**src/rtl/dtg_pkg.sv**
```systemverilog
package dtg_pkg;

    // Counter and edge register width shared by every module.
    parameter int CW = 12;

    typedef logic [CW-1:0] cnt_t;

    // Cumulative edges of one axis, all measured from the sync start.
    typedef struct packed {
        cnt_t sync_end;
        cnt_t act_start;
        cnt_t act_end;
        cnt_t total;
    } edges_t;

    // Region flags of one axis for the current count.
    typedef struct packed {
        logic sync;
        logic act;
    } zone_t;

    // An edge set may drive the counters only if it is ordered and its
    // visible span fits the supported range.
    function automatic logic edges_legal(edges_t e, int min_span, int max_span);
        int span;
        span = int'(e.act_end) - int'(e.act_start);
        return (e.sync_end != '0) &&
               (e.sync_end <= e.act_start) &&
               (span >= min_span) &&
               (span <= max_span) &&
               (e.act_end < e.total);
    endfunction

endpackage

```
**src/rtl/dtg_axis_counter.sv**
```systemverilog
module dtg_axis_counter
    import dtg_pkg::*;
(
    input  logic clk,
    input  logic rst,
    input  logic clear,
    input  logic step,
    input  cnt_t total,
    output cnt_t cnt,
    output logic last
);

    assign last = (cnt >= total - 1'b1);

    always_ff @(posedge clk) begin
        if (rst || clear) begin
            cnt <= '0;
        end else if (step) begin
            cnt <= last ? '0 : cnt + 1'b1;
        end
    end

    // a step below the final count advances by exactly one
    assert_step_R2: assert property (@(posedge clk) disable iff (rst)
        (step && !clear && !last) |=> (cnt == $past(cnt) + 1'b1));

    // a step on the final count wraps to zero
    assert_wrap_R2: assert property (@(posedge clk) disable iff (rst)
        (step && !clear && last) |=> (cnt == '0));

endmodule

```
**src/rtl/dtg_zone_decode.sv**
```systemverilog
module dtg_zone_decode
    import dtg_pkg::*;
(
    input  cnt_t   cnt,
    input  edges_t edges,
    output zone_t  zone
);

    always_comb begin
        zone.sync = (cnt < edges.sync_end);
        zone.act  = (cnt >= edges.act_start) && (cnt < edges.act_end);
    end

endmodule

```
**src/rtl/dtg_event_unit.sv**
```systemverilog
module dtg_event_unit
    import dtg_pkg::*;
(
    input  logic clk,
    input  logic rst,
    input  logic running,
    input  cnt_t h_cnt,
    input  cnt_t v_cnt,
    input  cnt_t v_sync_end,
    input  cnt_t v_act_end,
    input  logic irq_clr,
    output logic fetch_stb,
    output logic vevent_pulse,
    output logic vevent_status
);

    logic line_start;

    assign line_start   = running && (h_cnt == '0);
    assign fetch_stb    = line_start && (v_cnt == v_sync_end);
    assign vevent_pulse = line_start && (v_cnt == v_act_end);

    always_ff @(posedge clk) begin
        if (rst) begin
            vevent_status <= 1'b0;
        end else if (vevent_pulse) begin
            vevent_status <= 1'b1;
        end else if (irq_clr) begin
            vevent_status <= 1'b0;
        end
    end

    // the interrupt never lasts two cycles
    assert_pulse_once_R5: assert property (@(posedge clk) disable iff (rst)
        vevent_pulse |=> !vevent_pulse);

    // the fetch strobe never lasts two cycles
    assert_fetch_once_R6: assert property (@(posedge clk) disable iff (rst)
        fetch_stb |=> !fetch_stb);

    // a pulse always lands in the status, even against a clear
    assert_status_set_R7: assert property (@(posedge clk) disable iff (rst)
        vevent_pulse |=> vevent_status);

    // a clear without a competing pulse empties the status
    assert_status_clr_R7: assert property (@(posedge clk) disable iff (rst)
        (irq_clr && !vevent_pulse) |=> !vevent_status);

endmodule

```
**src/rtl/edge_timing_gen.sv**
```systemverilog
module edge_timing_gen
    import dtg_pkg::*;
#(
    parameter int MIN_SPAN = 16,
    parameter int MAX_SPAN = 2048
)(
    input  logic          clk,
    input  logic          rst,
    input  logic          sync_en,
    input  logic          hs_pol,
    input  logic          vs_pol,
    input  logic [CW-1:0] h_sync_end,
    input  logic [CW-1:0] h_act_start,
    input  logic [CW-1:0] h_act_end,
    input  logic [CW-1:0] h_total,
    input  logic [CW-1:0] v_sync_end,
    input  logic [CW-1:0] v_act_start,
    input  logic [CW-1:0] v_act_end,
    input  logic [CW-1:0] v_total,
    input  logic          irq_clr,
    output logic          hsync,
    output logic          vsync,
    output logic          de,
    output logic [CW-1:0] h_count,
    output logic [CW-1:0] v_count,
    output logic          fetch_stb,
    output logic          vevent_pulse,
    output logic          vevent_status
);

    localparam int NAX = 2;
    localparam int AX_H = 0;
    localparam int AX_V = 1;

    edges_t           ax_edges [NAX];
    zone_t            zone     [NAX];
    cnt_t             cnt      [NAX];
    logic [NAX-1:0]   ax_ok;
    logic [NAX-1:0]   last;
    logic [NAX-1:0]   step;
    logic             go;
    logic             running;

    assign ax_edges[AX_H] = '{sync_end: h_sync_end, act_start: h_act_start,
                              act_end: h_act_end, total: h_total};
    assign ax_edges[AX_V] = '{sync_end: v_sync_end, act_start: v_act_start,
                              act_end: v_act_end, total: v_total};

    // Lines advance only on the last pixel of a line.
    assign step[AX_H] = running;
    assign step[AX_V] = running & last[AX_H];

    generate
        for (genvar a = 0; a < NAX; a++) begin : g_axis
            assign ax_ok[a] = edges_legal(ax_edges[a], MIN_SPAN, MAX_SPAN);

            dtg_axis_counter u_cnt (
                .clk   (clk),
                .rst   (rst),
                .clear (~go),
                .step  (step[a]),
                .total (ax_edges[a].total),
                .cnt   (cnt[a]),
                .last  (last[a])
            );

            dtg_zone_decode u_dec (
                .cnt   (cnt[a]),
                .edges (ax_edges[a]),
                .zone  (zone[a])
            );
        end
    endgenerate

    assign go = sync_en & (&ax_ok);

    always_ff @(posedge clk) begin
        if (rst) begin
            running <= 1'b0;
        end else begin
            running <= go;
        end
    end

    assign h_count = cnt[AX_H];
    assign v_count = cnt[AX_V];

    always_comb begin
        hsync = (running && zone[AX_H].sync) ? hs_pol : ~hs_pol;
        vsync = (running && zone[AX_V].sync) ? vs_pol : ~vs_pol;
        de    = running && zone[AX_H].act && zone[AX_V].act;
    end

    dtg_event_unit u_evt (
        .clk           (clk),
        .rst           (rst),
        .running       (running),
        .h_cnt         (cnt[AX_H]),
        .v_cnt         (cnt[AX_V]),
        .v_sync_end    (v_sync_end),
        .v_act_end     (v_act_end),
        .irq_clr       (irq_clr),
        .fetch_stb     (fetch_stb),
        .vevent_pulse  (vevent_pulse),
        .vevent_status (vevent_status)
    );

    // an edge without a legal enable parks the raster at the origin, blanked
    assert_stop_R8: assert property (@(posedge clk) disable iff (rst)
        !go |=> (h_count == '0 && v_count == '0 && !de && !fetch_stb));

    // the first enabled edge after a stop restarts at the origin
    assert_restart_R8: assert property (@(posedge clk) disable iff (rst)
        (go && !running) |=> (h_count == '0 && v_count == '0));

    // while stopped each sync sits at the complement of its polarity
    assert_idle_sync_R3: assert property (@(posedge clk) disable iff (rst)
        !running |-> (hsync == !hs_pol && vsync == !vs_pol));

    // data-enable only inside the visible pixel window
    assert_de_window_R4: assert property (@(posedge clk) disable iff (rst)
        de |-> (h_count >= h_act_start && h_count < h_act_end));

endmodule

```
**config.mk**
```make
export PLATFORM = sky130hd
export DESIGN_NAME = edge_timing_gen
export DESIGN_NICKNAME = d
export VERILOG_FILES = /design/src/rtl/dtg_pkg.sv /design/src/rtl/dtg_axis_counter.sv /design/src/rtl/dtg_zone_decode.sv /design/src/rtl/dtg_event_unit.sv /design/src/rtl/edge_timing_gen.sv
export SDC_FILE = /design/constraint.sdc
export NUM_CORES = 1
export LEC_CHECK = 0
export CAP_MARGIN = 20
export CELL_PAD_IN_SITES_DETAIL_PLACEMENT = 1
export CELL_PAD_IN_SITES_GLOBAL_PLACEMENT = 1
export CORE_UTILIZATION = 39
export DETAILED_ROUTE_END_ITERATION = 10
export PLACE_DENSITY = 0.86
export SLEW_MARGIN = 5
export SYNTH_ARGS = -nofsm -noshare
export SYNTH_HDL_FRONTEND = slang
export SYNTH_SLANG_ARGS = --single-unit
```
**constraint.sdc**
```tcl
create_clock -name clk -period 3.95 [get_ports clk]
set_input_delay 0.5925 -clock clk [delete_from_list [all_inputs] [get_ports clk]]
set_output_delay 0.5925 -clock clk [all_outputs]
set_load 0.02 [all_outputs]
```
# Word level (Yosys, flattened, before mapping)
# Cells that the tools add are included.
# W data, S select, Z words.
dict set report classes {
  bitwise_logic 5
  eq_ne 2
  magnitude_cmp 16
  reduce_logical 23
  mux 6
  addsub 6
}
# cell count
set op_table {}
lappend op_table {{$lt A12 B12 Y1} 6}
lappend op_table {{$ge A12 B12 Y1} 4}
lappend op_table {{$ge A13 B6 Y1 const B} 2}
lappend op_table {{$le A13 B13 Y1 const B} 2}
lappend op_table {{$sub A12 B12 Y13} 2}
lappend op_table {{$add A12 B1 Y12 const B} 2}
lappend op_table {{$eq A12 B12 Y1} 2}
lappend op_table {{$le A12 B12 Y1} 2}
lappend op_table {{$mux W12} 2}
lappend op_table {{$reduce_bool A12 Y1} 2}
lappend op_table {{$sub A12 B1 Y12 const B} 2}
lappend op_table {{$logic_and A1 B1 Y1} 17}
lappend op_table {{$logic_not A12 Y1} 1}
lappend op_table {{$mux W1} 4}
lappend op_table {{$not A1 Y1} 3}
lappend op_table {{$and A1 B1 Y1} 2}
lappend op_table {{$reduce_and A2 Y1} 1}
lappend op_table {{$reduce_bool A2 Y1} 1}
lappend op_table {{$logic_or A1 B1 Y1} 1}
dict set report totals {
  in_bits 102
  word_cells 62
  output_inout_bits 30
  reg_bits 26
}

# Logic depth before layout (Yosys ltp)
dict set report logic_depth {
  word_depth 9
  depth_mapped 15
  depth_no_buf 15
}

# By module
# From an unflattened synthesis, not the netlist that was laid out.
dict set report unflattened {
  hier_cells 847
  hier_area_um2 6752.7
}
# mod area_per_inst_um2 seq_area_each_um2 cells_per_inst n_inst
set modules_own_cells {}
lappend modules_own_cells {edge_timing_gen 2575.0 20.0 346 1}
lappend modules_own_cells {{dtg_axis_counter at g_axis[1].u_cnt} 1074.8 240.2 117 1}
lappend modules_own_cells {{dtg_axis_counter at g_axis[0].u_cnt} 1034.7 240.2 118 1}
lappend modules_own_cells {{dtg_zone_decode at g_axis[0].u_dec} 867.1 0.0 112 1}
lappend modules_own_cells {{dtg_zone_decode at g_axis[1].u_dec} 855.8 0.0 114 1}
lappend modules_own_cells {dtg_event_unit 345.3 20.0 40 1}

# Worst setup path before layout
# Ideal clock, no wire load.
dict set report synth_path {
  kind {input to register}
  from {in h_total[0]}
  to {reg g_axis[1].u_cnt.cnt[9]}
  setup_ns 0.092
  setup_slack_ns 0.833
  arrival_time_ns 3.025
  path_stages 13
  n_path_buf 0
  cell_sequence {nor3_1 > nand4_1 > nor2b_1 > and3_1 > xnor2_1 > ha_1 > a21oi_1 > o21ai_0 > a21o_1 > a31oi_1 > nor3_1 > xnor2_1 > nor4_1}
}
dict set report synth_between {
  elab_chain_len 6
  elab_cells_between_ends 9
}
# item line
set synth_lines {}
lappend synth_lines {{start, declared} edge_timing_gen.sv:15} ;# input logic [CW-1:0] h_total,
lappend synth_lines {{parallel branches: the longest is 6 deep, another holds $sub A12 B1 Y12} --}
lappend synth_lines {{end signal, assigned} dtg_axis_counter.sv:19} ;# cnt <= last ? '0 : cnt + 1'b1;
lappend synth_lines {{end, declared} dtg_axis_counter.sv:9} ;# output cnt_t cnt,
# Several ways; the timed one is not identified.
# A chain may end at the register's enable or synchronous reset.

# Final worst setup path
dict set report layout_path {
  from {in h_sync_end[1]}
  to {out hsync}
}
dict set report layout_between {
  elab_chain_len 3
}
# item line
set layout_lines {}
lappend layout_lines {{start, declared} edge_timing_gen.sv:12} ;# input logic [CW-1:0] h_sync_end,
lappend layout_lines {{$lt A12 B12 Y1} dtg_zone_decode.sv:10} ;# zone.sync = (cnt < edges.sync_end);
lappend layout_lines {{$logic_and A1 B1 Y1} edge_timing_gen.sv:89} ;# hsync = (running && zone[AX_H].sync) ? hs_pol : ~hs_pol;
lappend layout_lines {{$mux W1} edge_timing_gen.sv:89}
lappend layout_lines {{end, declared} edge_timing_gen.sv:21} ;# output logic hsync,
# No other way between the ends.

==> run metrics <==
post-place setup slack=-0.368 ns; kind of critical path=input pin to primary output; Max VDD drop=0.118 mV; Reg-to-Reg Start=g_axis[1].u_cnt.cnt[0]; FILL cells=1,878; first-pass GRT wire length=35.2 mm; Ys Warns=0; Synth cell types=65; drt total wl=22.2 mm; area delta synth->final=33.8%; synthesized instance count=784; I/O pins=132; RSZ-0062 raised after global routing=no; switch share=35.8%; Hold Path Class=flip-flop to flip-flop; mean area per synthesized cell=7.77 sq um; Max Root-Sink Buffers=2; flops & latches, synth=26; Tot GR Track Use=27.4%; RD Place Congestion=0.978; setup violators final=0; Final WS setup=0.166 ns; r2r setup slk=1.28 ns; 1st-iter DRT viols=270; Worst path max stage delay=0.63 ns; Core ar.=15,200 sq um; Crit path top cell by count=a21o_1; via count=6,681; most common cell after layout, fill and taps aside=ha_1; CP max stage cell=clkdlybuf4s50_1; pin count of the biggest net entering global routing=26; combinational share of power=52.6%; final hold violation count=0; GRT overflow=0; most frequent cells in the layout=ha_1 (168), clkdlybuf4s50_1 (130), inv_1 (111); H-tree levels=1; relative slew slack=66.0%; Hold-fix buffers, CTS=0; PortBufs=131; worst-path fanout max=3; Final Critical Period=3.78 ns; internal power=765 uW; synthesized area=6090 sq um; DIE HEIGHT=127 um; CP Buf/Inv Count=3; TritonCTS clock tree=done; Ant. Diodes=0; DP Cell Count=1,149; multi-input logic area=5130 sq um; Seq/Total Area, Yosys=8.55%; layout cell share with drive strength beyond 1=8.19%; CTS root buf=clkbuf_16; fmax=0.264 GHz; Clk pwr share=25.3%; Leak=0.00400 uW; HP Start=u_evt.vevent_status; clk sinks=26; number of synthesized flops with an enable pin=0; Die Span X=127 um; cell area power density=146 nW/um^2; Rows=45; iteration count of the initial detailed-routing pass=4; Non-Filler Instances=1,153; Tightest Pin Transition=0.509 ns; DR DRC count=0; Clock Latency Late Sink=0.27 ns; worst path cell trace=clkdlybuf4s50_1 -> inv_1 -> ha_1 -> a21o_1 -> a21o_1 -> a21o_1 -> a21o_1 -> a21oi_1 -> o31ai_1 -> xor2_1 -> clkdlybuf4s50_1; Tcrit/Tclk final=95.8%; status=complete, no violations; Max Slew Vio Count=0; Final nets=1,239; Max Cap Viol=0; total CTS buffers=3; antenna violations before repair=0; final core occ=53.6%; register area=520 sq um; Worst-path clk slew=0.07 ns; die area=16,100 sq um; Main synth FF type=dfxtp_1; vias per cell=5.79; CP Launch Point=h_sync_end[1]; Post-CTS Setup Bufs=0; Clock Skew=0.00293 ns; vias in the first global route=7,162; post-route ant nets=0; crit path capture type=primary output; Critical Path Start Type=input pin; Largest delay share family, worst path=buffers and inverters; WL/cell=19.2 um; Post-Syn Nets=1,057; final HPWL from detailed placement=19.2 mm; worst endpoint required time=3.36 ns; WP data arrival=3.19 ns; Seq pwr share=22.0%; Async SR Flop Fraction=0%; Sw Pwr=426 uW; Initial Util=40.0%
cells in the mapped netlist (4+ instances only):
cell type  number  area [sq um]
a211oi_1       10          75.1
a21o_1         30           225
a21oi_1        50           250
a31oi_1         7          43.8
and3_1          7          43.8
and4_1          4          35.0
dfxtp_1        26           521
ha_1          169          2110
inv_1         111           417
nand2_1        37           139
nand2b_1       13          81.3
nand3_1        26           130
nand4_1        21           131
nor2_1         38           143
nor2b_1        13          81.3
nor3_1         25           125
nor4_1         31           194
o2111ai_1       4          35.0
o211ai_1        5          37.5
o21a_1         10          75.1
o21ai_0        38           190
xnor2_1        31           272
xor2_1         16           140
final cells by class:
cell class	count	area share (%)
Clock buffer	3	0.921
Multi-Input combinational cell	639	63.0
Inverter	111	5.11
Sequential cell	26	6.39
Timing Repair Buffer	185	21.3
Tap cell	188	2.89
Clock inverter	1	0.368
worst paths after layout:
kind,to,cells after the start
setup / recovery,hsync,11
hold / removal,u_evt.vevent_status,2
setup reg to reg,g_axis[1].u_cnt.cnt[1],12
hold reg to reg,u_evt.vevent_status,2
worst min-delay path, stage by stage (launching register included):
cell     delay, ns
dfxtp_1       0.33
a21oi_1       0.07
nor2_1        0.08
cell families (layout without fill, tap and decap cells):
kind of cell | Yosys count | after routing | synth area share (%)
compound gates | 188 | 188 | 20.9
xor+xnor | 47 | 47 | 6.76
fa+ha+maj | 171 | 171 | 35.4
buf+inv | 119 | 300 | 7.64
flops | 26 | 26 | 8.55
mux | 4 | 4 | 0.699
simple gates | 229 | 229 | 20.1
metal layers:
metal / wire length (um) / global-route usage (%) / part of all wire (%) / up-vias
met5: 0 / 0 / 0 / -
met4: 414 / 6.72 / 1.9 / 0
met3: 889 / 3.04 / 4.0 / 31
met2: 11100 / 51.7 / 50 / 162
met1: 9820 / 32.8 / 44 / 3245
li1: - / - / - / 3243
stage by stage:
| step | hold WS (ns) | power [uW] | setup TNS [ns] | instance area [sq um] |
|---|---|---|---|---|
| 2_1_floorplan | 0.569 | 607 | 0 | 6090 |
| 3_3_place_gp | 0.479 | 853 | -0.153 | 8020 |
| 3_5_place_dp | 0.500 | 883 | -0.393 | 8020 |
| 4_1_cts | 0.520 | 1190 | 0 | 8130 |
| 5_1_grt | 0.578 | 1260 | 0 | 8150 |
| 6_report | 0.517 | 1190 | 0 | 8150 |
repair_timing:
| item | 4_1_cts | 5_1_grt |
|---|---|---|
| gates resized for setup | 4 | 9 |
| setup endpoints to repair | 1 | 5 |
| pin swaps | 0 | 3 |
| cloned | 0 | 0 |
power by group through the flow:
stage	Clock [uW]	Sequential (uW)	Combinational, uW
2_1_floorplan	0	268	339
3_3_place_gp	0	268	585
3_5_place_dp	0	268	614
4_1_cts	306	262	619
5_1_grt	315	262	685
6_report	302	262	626
state kept, by name (all words and copies together) (netlist names):
| name | flops |
|---|---|
| g_axis.u_cnt.cnt | 24 |
| u_evt.vevent_status | 1 |
| running | 1 |
No activity file was read; power rests on OpenSTA's default activity.
